File: config.mk
export PLATFORM = sky130hd
export DESIGN_NAME = boot_cmd_detector
export DESIGN_NICKNAME = d
export VERILOG_FILES = /design/src/rtl/cmd_det_pkg.sv /design/src/rtl/cmd_frame_hunter.sv /design/src/rtl/cmd_frame_shifter.sv /design/src/rtl/cmd_pattern_match.sv /design/src/rtl/boot_cmd_detector.sv
export SDC_FILE = /design/constraint.sdc
export NUM_CORES = 1
export LEC_CHECK = 0
export ABC_AREA = 1
export BUFFER_PORTS_ARGS = -buffer_cell sky130_fd_sc_hd__buf_2
export CORE_MARGIN = 4
export CORE_UTILIZATION = 55
export CTS_BUF_LIST = sky130_fd_sc_hd__clkbuf_8 sky130_fd_sc_hd__clkbuf_16
export DETAILED_ROUTE_END_ITERATION = 10
export PLACE_DENSITY = 0.75
export SKIP_LAST_GASP = 1
export SLEW_MARGIN = 40
export SYNTH_ARGS = -nofsm -noshare
export SYNTH_HDL_FRONTEND = slang
export SYNTH_SLANG_ARGS = --single-unit
File: constraint.sdc
create_clock -name clk -period 1.93 [get_ports clk]
set_clock_uncertainty 0.2 [all_clocks]
set_input_delay 0.0965 -clock clk [delete_from_list [all_inputs] [get_ports clk]]
set_output_delay 0.0965 -clock clk [all_outputs]
set_load 0.01 [all_outputs]
File: src/rtl/cmd_det_pkg.sv
package cmd_det_pkg;
   typedef enum logic [1:0] {
      CODE_IDLE     = 2'b00,
      CODE_PRE_IDLE = 2'b01,
      CODE_BOOT     = 2'b10,
      CODE_ERROR    = 2'b11
   } cmd_code_t;

   typedef enum logic {
      ST_HUNT,
      ST_CAPTURE
   } hunt_state_t;
endpackage

File: src/rtl/cmd_frame_hunter.sv
module cmd_frame_hunter #(
   parameter int FRAME_BITS = 48,
   localparam int CNT_W = $clog2(FRAME_BITS)
) (
   input  logic             clk,
   input  logic             rst_n,
   input  logic             enable,
   input  logic             strobe,
   input  logic             line_bit,
   output logic             shift_en,
   output logic             frame_done,
   output logic [CNT_W-1:0] bit_cnt
);
   import cmd_det_pkg::*;

   localparam logic [CNT_W-1:0] LAST_CNT = CNT_W'(FRAME_BITS - 1);

   hunt_state_t state_q;
   logic [CNT_W-1:0] cnt_q;
   logic at_last;

   assign at_last    = (state_q == ST_CAPTURE) && (cnt_q == LAST_CNT);
   assign shift_en   = enable && strobe && ((state_q == ST_CAPTURE) || !line_bit);
   assign frame_done = enable && strobe && at_last;
   assign bit_cnt    = cnt_q;

   always_ff @(posedge clk) begin
      if (!rst_n || !enable) begin
         state_q <= ST_HUNT;
         cnt_q   <= '0;
      end else if (strobe) begin
         unique case (state_q)
            ST_HUNT: begin
               if (!line_bit) begin
                  state_q <= ST_CAPTURE;
                  cnt_q   <= CNT_W'(1);
               end
            end
            ST_CAPTURE: begin
               if (at_last) begin
                  state_q <= ST_HUNT;
                  cnt_q   <= '0;
               end else begin
                  cnt_q <= cnt_q + CNT_W'(1);
               end
            end
            default: begin
               state_q <= ST_HUNT;
               cnt_q   <= '0;
            end
         endcase
      end
   end
endmodule

File: src/rtl/cmd_frame_shifter.sv
module cmd_frame_shifter #(
   parameter int FRAME_BITS = 48
) (
   input  logic                  clk,
   input  logic                  rst_n,
   input  logic                  shift_en,
   input  logic                  line_bit,
   output logic [FRAME_BITS-1:0] frame_word
);
   logic [FRAME_BITS-2:0] shreg_q;

   assign frame_word = {shreg_q, line_bit};

   always_ff @(posedge clk) begin
      if (!rst_n)
         shreg_q <= '1;
      else if (shift_en)
         shreg_q <= {shreg_q[FRAME_BITS-3:0], line_bit};
   end
endmodule

File: src/rtl/cmd_pattern_match.sv
module cmd_pattern_match #(
   parameter int FRAME_BITS = 48,
   parameter logic [FRAME_BITS-1:0] PAT_IDLE = '0,
   parameter logic [FRAME_BITS-1:0] PAT_PRE  = '0,
   parameter logic [FRAME_BITS-1:0] PAT_BOOT = '0,
   localparam int NUM_PATS = 3
) (
   input  logic [FRAME_BITS-1:0] frame_word,
   output cmd_det_pkg::cmd_code_t code
);
   import cmd_det_pkg::*;

   localparam logic [NUM_PATS*FRAME_BITS-1:0] PATS = {PAT_BOOT, PAT_PRE, PAT_IDLE};

   logic [NUM_PATS-1:0] hit;

   for (genvar k = 0; k < NUM_PATS; k++) begin : g_cmp
      assign hit[k] = (frame_word == PATS[k*FRAME_BITS +: FRAME_BITS]);
   end

   always_comb begin
      if (hit[0])
         code = CODE_IDLE;
      else if (hit[1])
         code = CODE_PRE_IDLE;
      else if (hit[2])
         code = CODE_BOOT;
      else
         code = CODE_ERROR;
   end
endmodule

File: src/rtl/boot_cmd_detector.sv
module boot_cmd_detector #(
   parameter int FRAME_BITS = 48,
   parameter logic [FRAME_BITS-1:0] PAT_IDLE = 48'h4000_0000_0095,
   parameter logic [FRAME_BITS-1:0] PAT_PRE  = 48'h40F0_F0F0_F0FD,
   parameter logic [FRAME_BITS-1:0] PAT_BOOT = 48'h40FF_FFFF_FAE5,
   parameter bit USE_BIT_EN = 1'b1,
   localparam int CNT_W = $clog2(FRAME_BITS)
) (
   input  logic       clk,
   input  logic       rst_n,
   input  logic       enable,
   input  logic       bit_en,
   input  logic       cmd_bit,
   output logic       frame_valid,
   output logic [1:0] frame_code
);
   import cmd_det_pkg::*;

   if (FRAME_BITS < 3) begin : g_bad_len
      $error("FRAME_BITS must be at least 3");
   end
   if (PAT_IDLE == PAT_PRE || PAT_IDLE == PAT_BOOT || PAT_PRE == PAT_BOOT) begin : g_bad_pat
      $error("command patterns must be distinct");
   end
   if (PAT_IDLE[FRAME_BITS-1] || PAT_PRE[FRAME_BITS-1] || PAT_BOOT[FRAME_BITS-1]) begin : g_bad_msb
      $error("every pattern must start with 0 to be alignable");
   end

   logic bit_strobe;
   if (USE_BIT_EN) begin : g_strobe_en
      assign bit_strobe = bit_en;
   end else begin : g_strobe_free
      assign bit_strobe = 1'b1;
   end

   logic             shift_en;
   logic             frame_done;
   logic [CNT_W-1:0] hunt_cnt;
   logic [FRAME_BITS-1:0] frame_word;
   cmd_code_t        match_code;
   logic             valid_q;
   cmd_code_t        code_q;

   cmd_frame_hunter #(.FRAME_BITS(FRAME_BITS)) hunter_i (
      .clk        (clk),
      .rst_n      (rst_n),
      .enable     (enable),
      .strobe     (bit_strobe),
      .line_bit   (cmd_bit),
      .shift_en   (shift_en),
      .frame_done (frame_done),
      .bit_cnt    (hunt_cnt)
   );

   cmd_frame_shifter #(.FRAME_BITS(FRAME_BITS)) shifter_i (
      .clk        (clk),
      .rst_n      (rst_n),
      .shift_en   (shift_en),
      .line_bit   (cmd_bit),
      .frame_word (frame_word)
   );

   cmd_pattern_match #(
      .FRAME_BITS (FRAME_BITS),
      .PAT_IDLE   (PAT_IDLE),
      .PAT_PRE    (PAT_PRE),
      .PAT_BOOT   (PAT_BOOT)
   ) match_i (
      .frame_word (frame_word),
      .code       (match_code)
   );

   always_ff @(posedge clk) begin
      if (!rst_n) begin
         valid_q <= 1'b0;
         code_q  <= CODE_ERROR;
      end else begin
         valid_q <= frame_done;
         if (frame_done)
            code_q <= match_code;
      end
   end

   assign frame_valid = valid_q;
   assign frame_code  = code_q;
endmodule

**Word-level counts from Yosys, hierarchy flattened**

Index checks and enable logic that the tools add are counted.

- Output and inout port bits: 3
- Logic and storage cells: 31
- Input port bits: 5
- Register bits after elaboration: 57

- Multiplexer cells: 9
- $add $sub $neg: 1
- Reductions and logical operators: 10
- Equality and inequality tests: 5
- Bitwise operators: 1

Operators with widths:

| operator | number |
|---|---|
| $eq A48 B47 Y1 const B | 3 |
| $mux W6 | 2 |
| $pmux W6 S2 | 1 |
| $add A6 B1 Y6 const B | 1 |
| $eq A6 B6 Y1 const B | 1 |
| $logic_and A1 B1 Y1 | 4 |
| $mux W2 | 2 |
| $logic_not A1 Y1 | 3 |
| $mux W1 | 3 |
| $logic_or A1 B1 Y1 | 2 |
| $ne A2 B2 Y1 const B | 1 |
| $pmux W1 S2 | 1 |
| $reduce_and A2 Y1 | 1 |
| $not A1 Y1 | 1 |

**Logic depth before layout (Yosys ltp)**

Gate-level depths: netlist of run 1.

- Depth in word-level cells: 4
- Gate-level depth with buffers: 9
- Mapped depth without buffers: 9

**Cells and area by module**

From an unflattened synthesis of run 1, not the netlist that was laid out.

- Cells, all modules: 393
- Area total of the unflattened synthesis: 2613.8 µm²

Modules (own cells, without submodules):

| module | area each (µm²) | times used | cells each | sequential area each (µm²) |
|---|---|---|---|---|
| cmd_frame_shifter | 1656.6 | 1 | 205 | 940.9 |
| cmd_pattern_match | 442.9 | 1 | 112 | 0.0 |
| cmd_frame_hunter | 417.9 | 1 | 64 | 140.1 |
| boot_cmd_detector | 96.3 | 1 | 12 | 60.1 |

**Worst setup path before layout of run 1**

OpenSTA, ideal clock, no wires.

- Path kind: flip-flop to flip-flop
- Start: register hunter_i.cnt_q[0], in the netlist hunter_i.bit_cnt[0]
- End: register code_q[0], in the netlist frame_code[0]
- Cell stages (with the launch flop): 7
- Library setup time: 0.115 ns
- Buffers on the path: 0
- Slack: 0.492 ns
- Arrival: 1.124 ns
- Data required time: 1.615 ns
- Cell sequence: dfxtp_1 > ha_1 > nand3_1 > nor3_2 > nand3b_1 > a21oi_1 > nand2_1

- Cells in the longest elaborated chain, start to end: 3

RTL lines:

| element | line | text |
|---|---|---|
| from (decl) | cmd_frame_hunter.sv:19 | `logic [CNT_W-1:0] cnt_q;` |
| from (signal assigned) | cmd_frame_hunter.sv:44 | `cnt_q <= cnt_q + CNT_W'(1);` |
| $eq A6 B6 Y1 | cmd_frame_hunter.sv:22 | `assign at_last = (state_q == ST_CAPTURE) && (cnt_q == LAST_CNT);` |
| $logic_and A1 B1 Y1 | cmd_frame_hunter.sv:22 |  |
| $logic_and A1 B1 Y1 | cmd_frame_hunter.sv:24 | `assign frame_done = enable && strobe && at_last;` |
| to (signal assigned) | boot_cmd_detector.sv:80 | `code_q <= match_code;` |
| to (decl) | boot_cmd_detector.sv:42 | `cmd_code_t code_q;` |

No other way between the ends.
A chain may end at the register's enable or synchronous reset.

**Worst setup path in the final report of run 1**

- Start: input bit_en
- End: register code_q[1], in the netlist frame_code[1]

- Cells in the longest elaborated chain, start to end: 2

RTL lines:

| element | line | text |
|---|---|---|
| from (decl) | boot_cmd_detector.sv:12 | `input logic bit_en,` |
| $logic_and A1 B1 Y1 (2 in series) | cmd_frame_hunter.sv:24 |  |

No other way between the ends.

==> results of run 1 <==
==> report_power, final <==
part           internal (mW)  switching, mW  leakage (nW)  total (mW)
sequential              1.24         0.0477         0.467        1.28
clock                  0.441          0.446        0.0963       0.887
combinational         0.0877          0.146         0.873       0.233
total                   1.76          0.639          1.44        2.40
==> layer usage <==
layer | track usage [%] | vias to the layer above | routed length (microns)
li1 | - | 1177 | -
met1 | 23.07 | 941 | 2438
met2 | 28.30 | 29 | 2190
met3 | 4.728 | 9 | 166
met4 | 9.239 | 0 | 85
met5 | 0 | - | 0
==> state kept, by name, summed over array words and instances, names as in the netlist <==
register / cells
hunter_i.state_q: 1
shifter_i.shreg_q: 47
hunter_i.bit_cnt: 6
frame_code: 2
frame_valid: 1
==> final cells by class <==
cell class,instances,share of cell area [%]
tap,52,2.285
sequential,57,40.07
clock buffer,9,4.350
clock inverter,7,1.098
multi-input combinational,254,42.71
timing repair buffer,17,4.745
inverter,36,4.745
==> cells in the mapped netlist, drive strengths merged <==
| master | n | share of area (%) |
|---|---|---|
| xnor2 | 1 | 0.34 |
| nand3b | 1 | 0.29 |
| nor2 | 55 | 9.7 |
| nor4 | 1 | 0.24 |
| nand3 | 26 | 5.1 |
| dfxtp | 57 | 44 |
| o211a | 1 | 0.39 |
| buf | 10 | 2.5 |
| and2 | 1 | 0.24 |
| ha | 1 | 0.49 |
| nand2 | 128 | 19 |
| o211ai | 28 | 9.5 |
| nor3 | 3 | 0.78 |
| a21oi | 4 | 0.78 |
| inv | 36 | 5.3 |
| clkbuf | 4 | 0.58 |
| o21ai | 4 | 0.78 |
==> worst min path at each step <==
stage                             start  slack, ns                   end  cells past startpoint
after CTS                 frame_code[0]       0.27         frame_code[0]                      2
after global routing      frame_code[1]       0.30         frame_code[1]                      2
after floorplan                 cmd_bit       0.03  shifter_i.shreg_q[0]                      2
after detailed placement        cmd_bit       0.20  shifter_i.shreg_q[0]                      3
after global placement          cmd_bit       0.20  shifter_i.shreg_q[0]                      3
final                     frame_code[0]       0.26         frame_code[0]                      2
==> kinds of logic after synthesis <==
group	count (synthesis)	synth area share (%)
simple gates	215	34.97
xor+xnor	1	0.3405
fa+ha+maj	1	0.4863
buf+inv	50	8.366
flops	57	44.36
compound gates	37	11.48
==> repair_timing <==
item                       CTS  global route
setup endpoints to repair    0             0
hold endpoints to repair     6             0
hold buffers                 5             0
==> critical path: stages <==
cell and delay [ns]:
sky130_fd_sc_hd__dlygate4sd3_1 0.54, sky130_fd_sc_hd__buf_2 0.13, sky130_fd_sc_hd__nand2_1 0.04, sky130_fd_sc_hd__dlygate4sd3_1 0.53, sky130_fd_sc_hd__nand3b_1 0.18, sky130_fd_sc_hd__a21oi_1 0.16, sky130_fd_sc_hd__nand2_1 0.06
==> implementation parameters, run 1 <==
Parameter                              Value

Setup path
  Worst Path Class, Setup    input port to flop
  Register-to-register setup slack    0.27 ns
  Worst reg2reg startpoint    hunter_i.bit_cnt[0]
  Capture instance of the worst register-to-register path    frame_code[0]
  Data arrival time at the worst-slack endpoint    1.74 ns
  End point of the critical path    frame_code[1]
  Launching element of the worst setup path    bit_en
  Critical Path Start Type    input port
  R2R cell count    7
  Worst Path Max Fanout    3
  Required time worst endpoint    1.95 ns
  Type of destination of the critical path    flop

STA
  Time the final worst path needs with I/O delays and setup    1.722 ns
  Setup Total Neg Slack    0 ns
  Final max-slew violation count    0
  Minimum hold slack    0.2650 ns
  Setup repair after global routing missed its margin    false
  Relative max-transition margin    75.59%
  Portion of the clock cycle consumed by the worst path in the final layout    89.23%
  Count of endpoints failing hold in the final timing report    0
  Slew @ Worst Pin    0.3662 ns
  Crit path setup slack, layout    0.2078 ns
  Count of final setup violators    0
  Highest clock rate    0.5807 GHz

Routing
  Avg WL per Cell    11.30 microns
  Number of nets with antenna violations after detailed routing    0
  Vias/cell    4.991
  DRT Wirelength    4882 microns
  Number of detailed-routing iterations run before antenna repair    4
  Via count    2156
  DRT iter0 DRCs    115
  Drc violations    0

Clock tree
  Worst-path clk slew    0.06 ns
  Depth of the CTS H-tree    3
  Clock tree from TritonCTS    built
  Clock tree root driver cell    sky130_fd_sc_hd__clkbuf_8
  CTS-repair resized insts    0
  CTS Buf Count    9
  Maximum buffer depth of the clock tree    2
  Setup Buffers After CTS    0
  Clk sink count    57
  Worst skew pair latency    0.33 ns

Placement
  Detail Placement HPWL    3291 microns
  Count of input and output buffers    7
  Post-place instance area    2643 sq um
  Routability cong.    0.7881
  Cell count after placement    411
  Setup WS pre-CTS    0.2916 ns

Synth
  Post-Synthesis Cells    361
  Synth warn    0
  Fraction of the yosys area taken by sequential cells    44.36%
  Cell area after technology mapping    2572 sq um
  Distinct cell type count after synthesis    25
  Register bit total from synthesis    57
  Avg Synthesized Cell Area    7.126 sq um
  Syn_nets    367

Min path
  Class of the tightest hold or removal check    flop to flop

Floorplanning
  Area of the core    4444 sq um
  Die Outline Area    5835 sq um
  Initial cell density of the core    57.88%
  Count of boundary I/O pins    8
  Height of the die    76.39 microns
  # rows    24
  Die extent in x    76.39 microns

Cells and area
  Non-filler instance count after layout    432
  Leading cell types in the layout, fill and taps excluded    sky130_fd_sc_hd__nand2_1, sky130_fd_sc_hd__dfxtp_1, sky130_fd_sc_hd__nor2_1
  Sequential Area    1141 sq um
  Area used by multi-input combinational logic    1216 sq um
  Fill cell total of the finished layout    402
  Final Net Count    381
  Antenna fix cells    0
  Share of final-layout standard cells stronger than drive strength 1    10.26%
  Post-Route Utilization    64.08%
  Relative area change from synthesis to final layout    10.70%
  Summed area of non-filler cells in the final layout    2848 sq um
  Commonest non-fill, non-tap cell in the layout    sky130_fd_sc_hd__nand2_1

Power
  Pleak    1.437 nW
  Pwr Density    843.9 nW/um^2
  Overall power after layout    2.403 mW
  Worst-case vdd ir drop    0.4045 mV

GRT
  Global-route wire length before repair    8604 microns
  Global route total overflow    0
  Antenna violations before repair    0
  Global-route total usage across every layer    18.14%
  Maximum number of pins on one net before global-route repair    39
  Number of global-route vias before repair    1994

Run
  Max_cap viols    0

Run status
  Result of the run    finished, final reports clean
Note: power is estimated with default switching activity, not from simulation.
==> run 2, diff against run 1 <==
Settings changed: CORE_UTILIZATION 55 to 60, PLACE_DENSITY 0.75 to 0.8.
==> run 2 against run 1 <==
Effect of this change:
- hold slack improved by 0.0033 ns
- die area fell by 7.5%
- core utilization up 7.2 points
- non-clock buffer count fell by 1
- clock power grew 42%
- total power increased by 16%
- sequential share of layout area shrank 0.88 points
- critical path type unchanged
==> implementation parameters, run 2 (synthesis results as in run 1) <==
Parameter                              Value

Cells and area
  Commonest non-fill, non-tap cell in the layout    sky130_fd_sc_hd__nand2_1
  Fill cell total of the finished layout    335 (-17%)
  Largest register FFs    47 (unchanged)
  Summed area of non-filler cells in the final layout    2912 sq um (+2.2%)
  Relative area change from synthesis to final layout    13.18%
  Leading cell types in the layout, fill and taps excluded    sky130_fd_sc_hd__nand2_1, sky130_fd_sc_hd__dfxtp_1, sky130_fd_sc_hd__nor2_1
  Antenna fix cells    0 (unchanged)
  Area used by multi-input combinational logic    1216 sq um (unchanged)
  Register ranked first by flip-flop count    shifter_i.shreg_q
  Share of final-layout standard cells stronger than drive strength 1    10.82% (+0.55 points)
  Sequential Area    1141 sq um (unchanged)
  Final Net Count    380 (-0.26%)
  Non-filler instance count after layout    429 (-0.69%)
  Post-Route Utilization    71.25% (+7.2 points)

STA
  Slew @ Worst Pin    0.5253 ns (+0.1591 ns)
  Minimum hold slack    0.2682 ns (+0.003275 ns)
  Count of final setup violators    0 (unchanged)
  Highest clock rate    0.5816 GHz (+0.16%)
  Count of endpoints failing hold in the final timing report    0 (unchanged)
  Time the final worst path needs with I/O delays and setup    1.719 ns (-0.002764 ns)
  Portion of the clock cycle consumed by the worst path in the final layout    89.09% (-0.14 points)
  Setup repair after global routing missed its margin    false
  Final max-slew violation count    0 (unchanged)
  Setup Total Neg Slack    0 ns (unchanged)
  Crit path setup slack, layout    0.2106 ns (+0.002764 ns)
  Relative max-transition margin    64.98% (-11 points)

Setup path
  Register-to-register setup slack    0.31 ns (+0.04 ns)
  Data arrival time at the worst-slack endpoint    1.75 ns (about the same)
  Required time worst endpoint    1.96 ns (about the same)
  Launching element of the worst setup path    enable
  Capture instance of the worst register-to-register path    frame_code[0]
  Type of destination of the critical path    flop
  Worst Path Max Fanout    3 (unchanged)
  Worst Path Class, Setup    input port to flop
  R2R cell count    6 (-1)
  Worst reg2reg startpoint    hunter_i.bit_cnt[0]
  Critical Path Start Type    input port
  End point of the critical path    frame_code[0]

Routing
  Via count    2181 (+1.2%)
  DRT iter0 DRCs    109 (-5.2%)
  Number of detailed-routing iterations run before antenna repair    4 (unchanged)
  Number of nets with antenna violations after detailed routing    0 (unchanged)
  DRT Wirelength    4953 microns (+1.5%)
  Avg WL per Cell    11.55 microns (+2.2%)
  Vias/cell    5.084 (+1.9%)
  Drc violations    0 (unchanged)

Placement
  Detail Placement HPWL    3303 microns (+0.38%)
  Post-place instance area    2633 sq um (-0.38%)
  Routability cong.    0.8099 (+2.8%)
  Cell count after placement    408 (-0.73%)
  Setup WS pre-CTS    0.3266 ns (+0.03497 ns)
  Count of input and output buffers    7 (unchanged)

Power
  Part of the power in combinational logic    8.4% (-1.3 points)
  Fraction of power consumed by the clock network    45.4% (+8.5 points)
  Cell-internal power    2.114 mW (+20%)
  Sw power    0.6634 mW (+3.9%)
  Pwr Density    953.8 nW/um^2 (+13%)
  Pleak    1.451 nW (+0.99%)
  Overall power after layout    2.777 mW (+16%)
  Worst-case vdd ir drop    0.8673 mV (+110%)
  Reg power frac    46.2% (-7.2 points)
  Switching power share of the total    23.89% (-2.7 points)

Clock tree
  Clock tree root driver cell    sky130_fd_sc_hd__clkbuf_8
  CTS Buf Count    9 (unchanged)
  Worst-path clk slew    0.07 ns (about the same)
  Worst skew pair latency    0.34 ns (about the same)
  Maximum buffer depth of the clock tree    2 (unchanged)
  Clock tree from TritonCTS    built
  Clk sink count    57 (unchanged)
  Depth of the CTS H-tree    3 (unchanged)

GRT
  Maximum number of pins on one net before global-route repair    48 (+23%)
  Global-route wire length before repair    8666 microns (+0.72%)
  Global route total overflow    0 (unchanged)
  Number of global-route vias before repair    2077 (+4.2%)
  Global-route total usage across every layer    20.94% (+2.8 points)
  Antenna violations before repair    0 (unchanged)

Floorplanning
  # rows    23 (-4.2%)
  Initial cell density of the core    62.95% (+5.1 points)
  Die extent in x    73.48 microns (-3.8%)
  Area of the core    4086 sq um (-8.1%)
  Count of boundary I/O pins    8 (unchanged)
  Height of the die    73.48 microns (-3.8%)
  Die Outline Area    5399 sq um (-7.5%)

Min path
  Startpoint of the worst hold path    frame_code[1]
  Class of the tightest hold or removal check    flop to flop

Run status
  Result of the run    finished, final reports clean

Run
  Max_cap viols    0 (unchanged)
-- run 2: cell types whose count changed in the layout (fill, tap and decap cells not counted), sizes merged --
cell      delta
clkbuf       +2
inv          -3
buf          -1
clkinv       -2
clkinvlp     +1
bufinv       +2
-- run 2: worst min path at each step --
stage | end | slack, ns | depth (start not counted)
detailed placement | frame_code[1] | 0.20 | 4
floorplan | shifter_i.shreg_q[0] | 0.03 | 2
finish | frame_code[1] | 0.27 | 2
CTS | frame_code[1] | 0.27 | 2
global placement | frame_code[0] | 0.19 | 4
global route | shifter_i.shreg_q[43] | 0.30 | 2
-- run 2: timing repair --
item / 4_1_cts / 5_1_grt
gates resized for setup: 0 / 0
buffers inserted: 0 / 0
hold buffers: 5 / 0
endpoints found under the hold margin: 6 / 0
-- run 2: power groups by stage --
stage	registers, mW	logic (mW)	clock network (mW)
floorplan	1.30	0.183	0
detailed placement	1.31	0.227	0
global route	1.29	0.271	1.34
finish	1.28	0.234	1.26
CTS	1.28	0.236	1.28
global placement	1.31	0.219	0
-- run 2: layout make-up --
class / instances / area share, %
Multi-Input combinational cell: 254 / 41.77
Sequential cell: 57 / 39.19
Clock buffer: 11 / 5.200
Inverter: 36 / 4.641
Timing Repair Buffer: 16 / 4.383
Clock inverter: 5 / 2.664
Tap cell: 50 / 2.149
-- run 2: worst max-delay path, cell delays in order --
cell	delay, ns
sky130_fd_sc_hd__dlygate4sd3_1	0.53
sky130_fd_sc_hd__buf_2	0.12
sky130_fd_sc_hd__nand2_1	0.06
sky130_fd_sc_hd__dlygate4sd3_1	0.55
sky130_fd_sc_hd__nand3b_1	0.18
sky130_fd_sc_hd__a21oi_1	0.16
sky130_fd_sc_hd__nand2_1	0.06
-- run 2: per-layer routing --
layer	vias to the layer above	part of all wire, %	GRT usage, %
li1	1169	-	-
met1	970	47	24.15
met2	34	46	33.86
met3	8	4.9	9.439
met4	0	2.0	8.048
met5	-	0	0
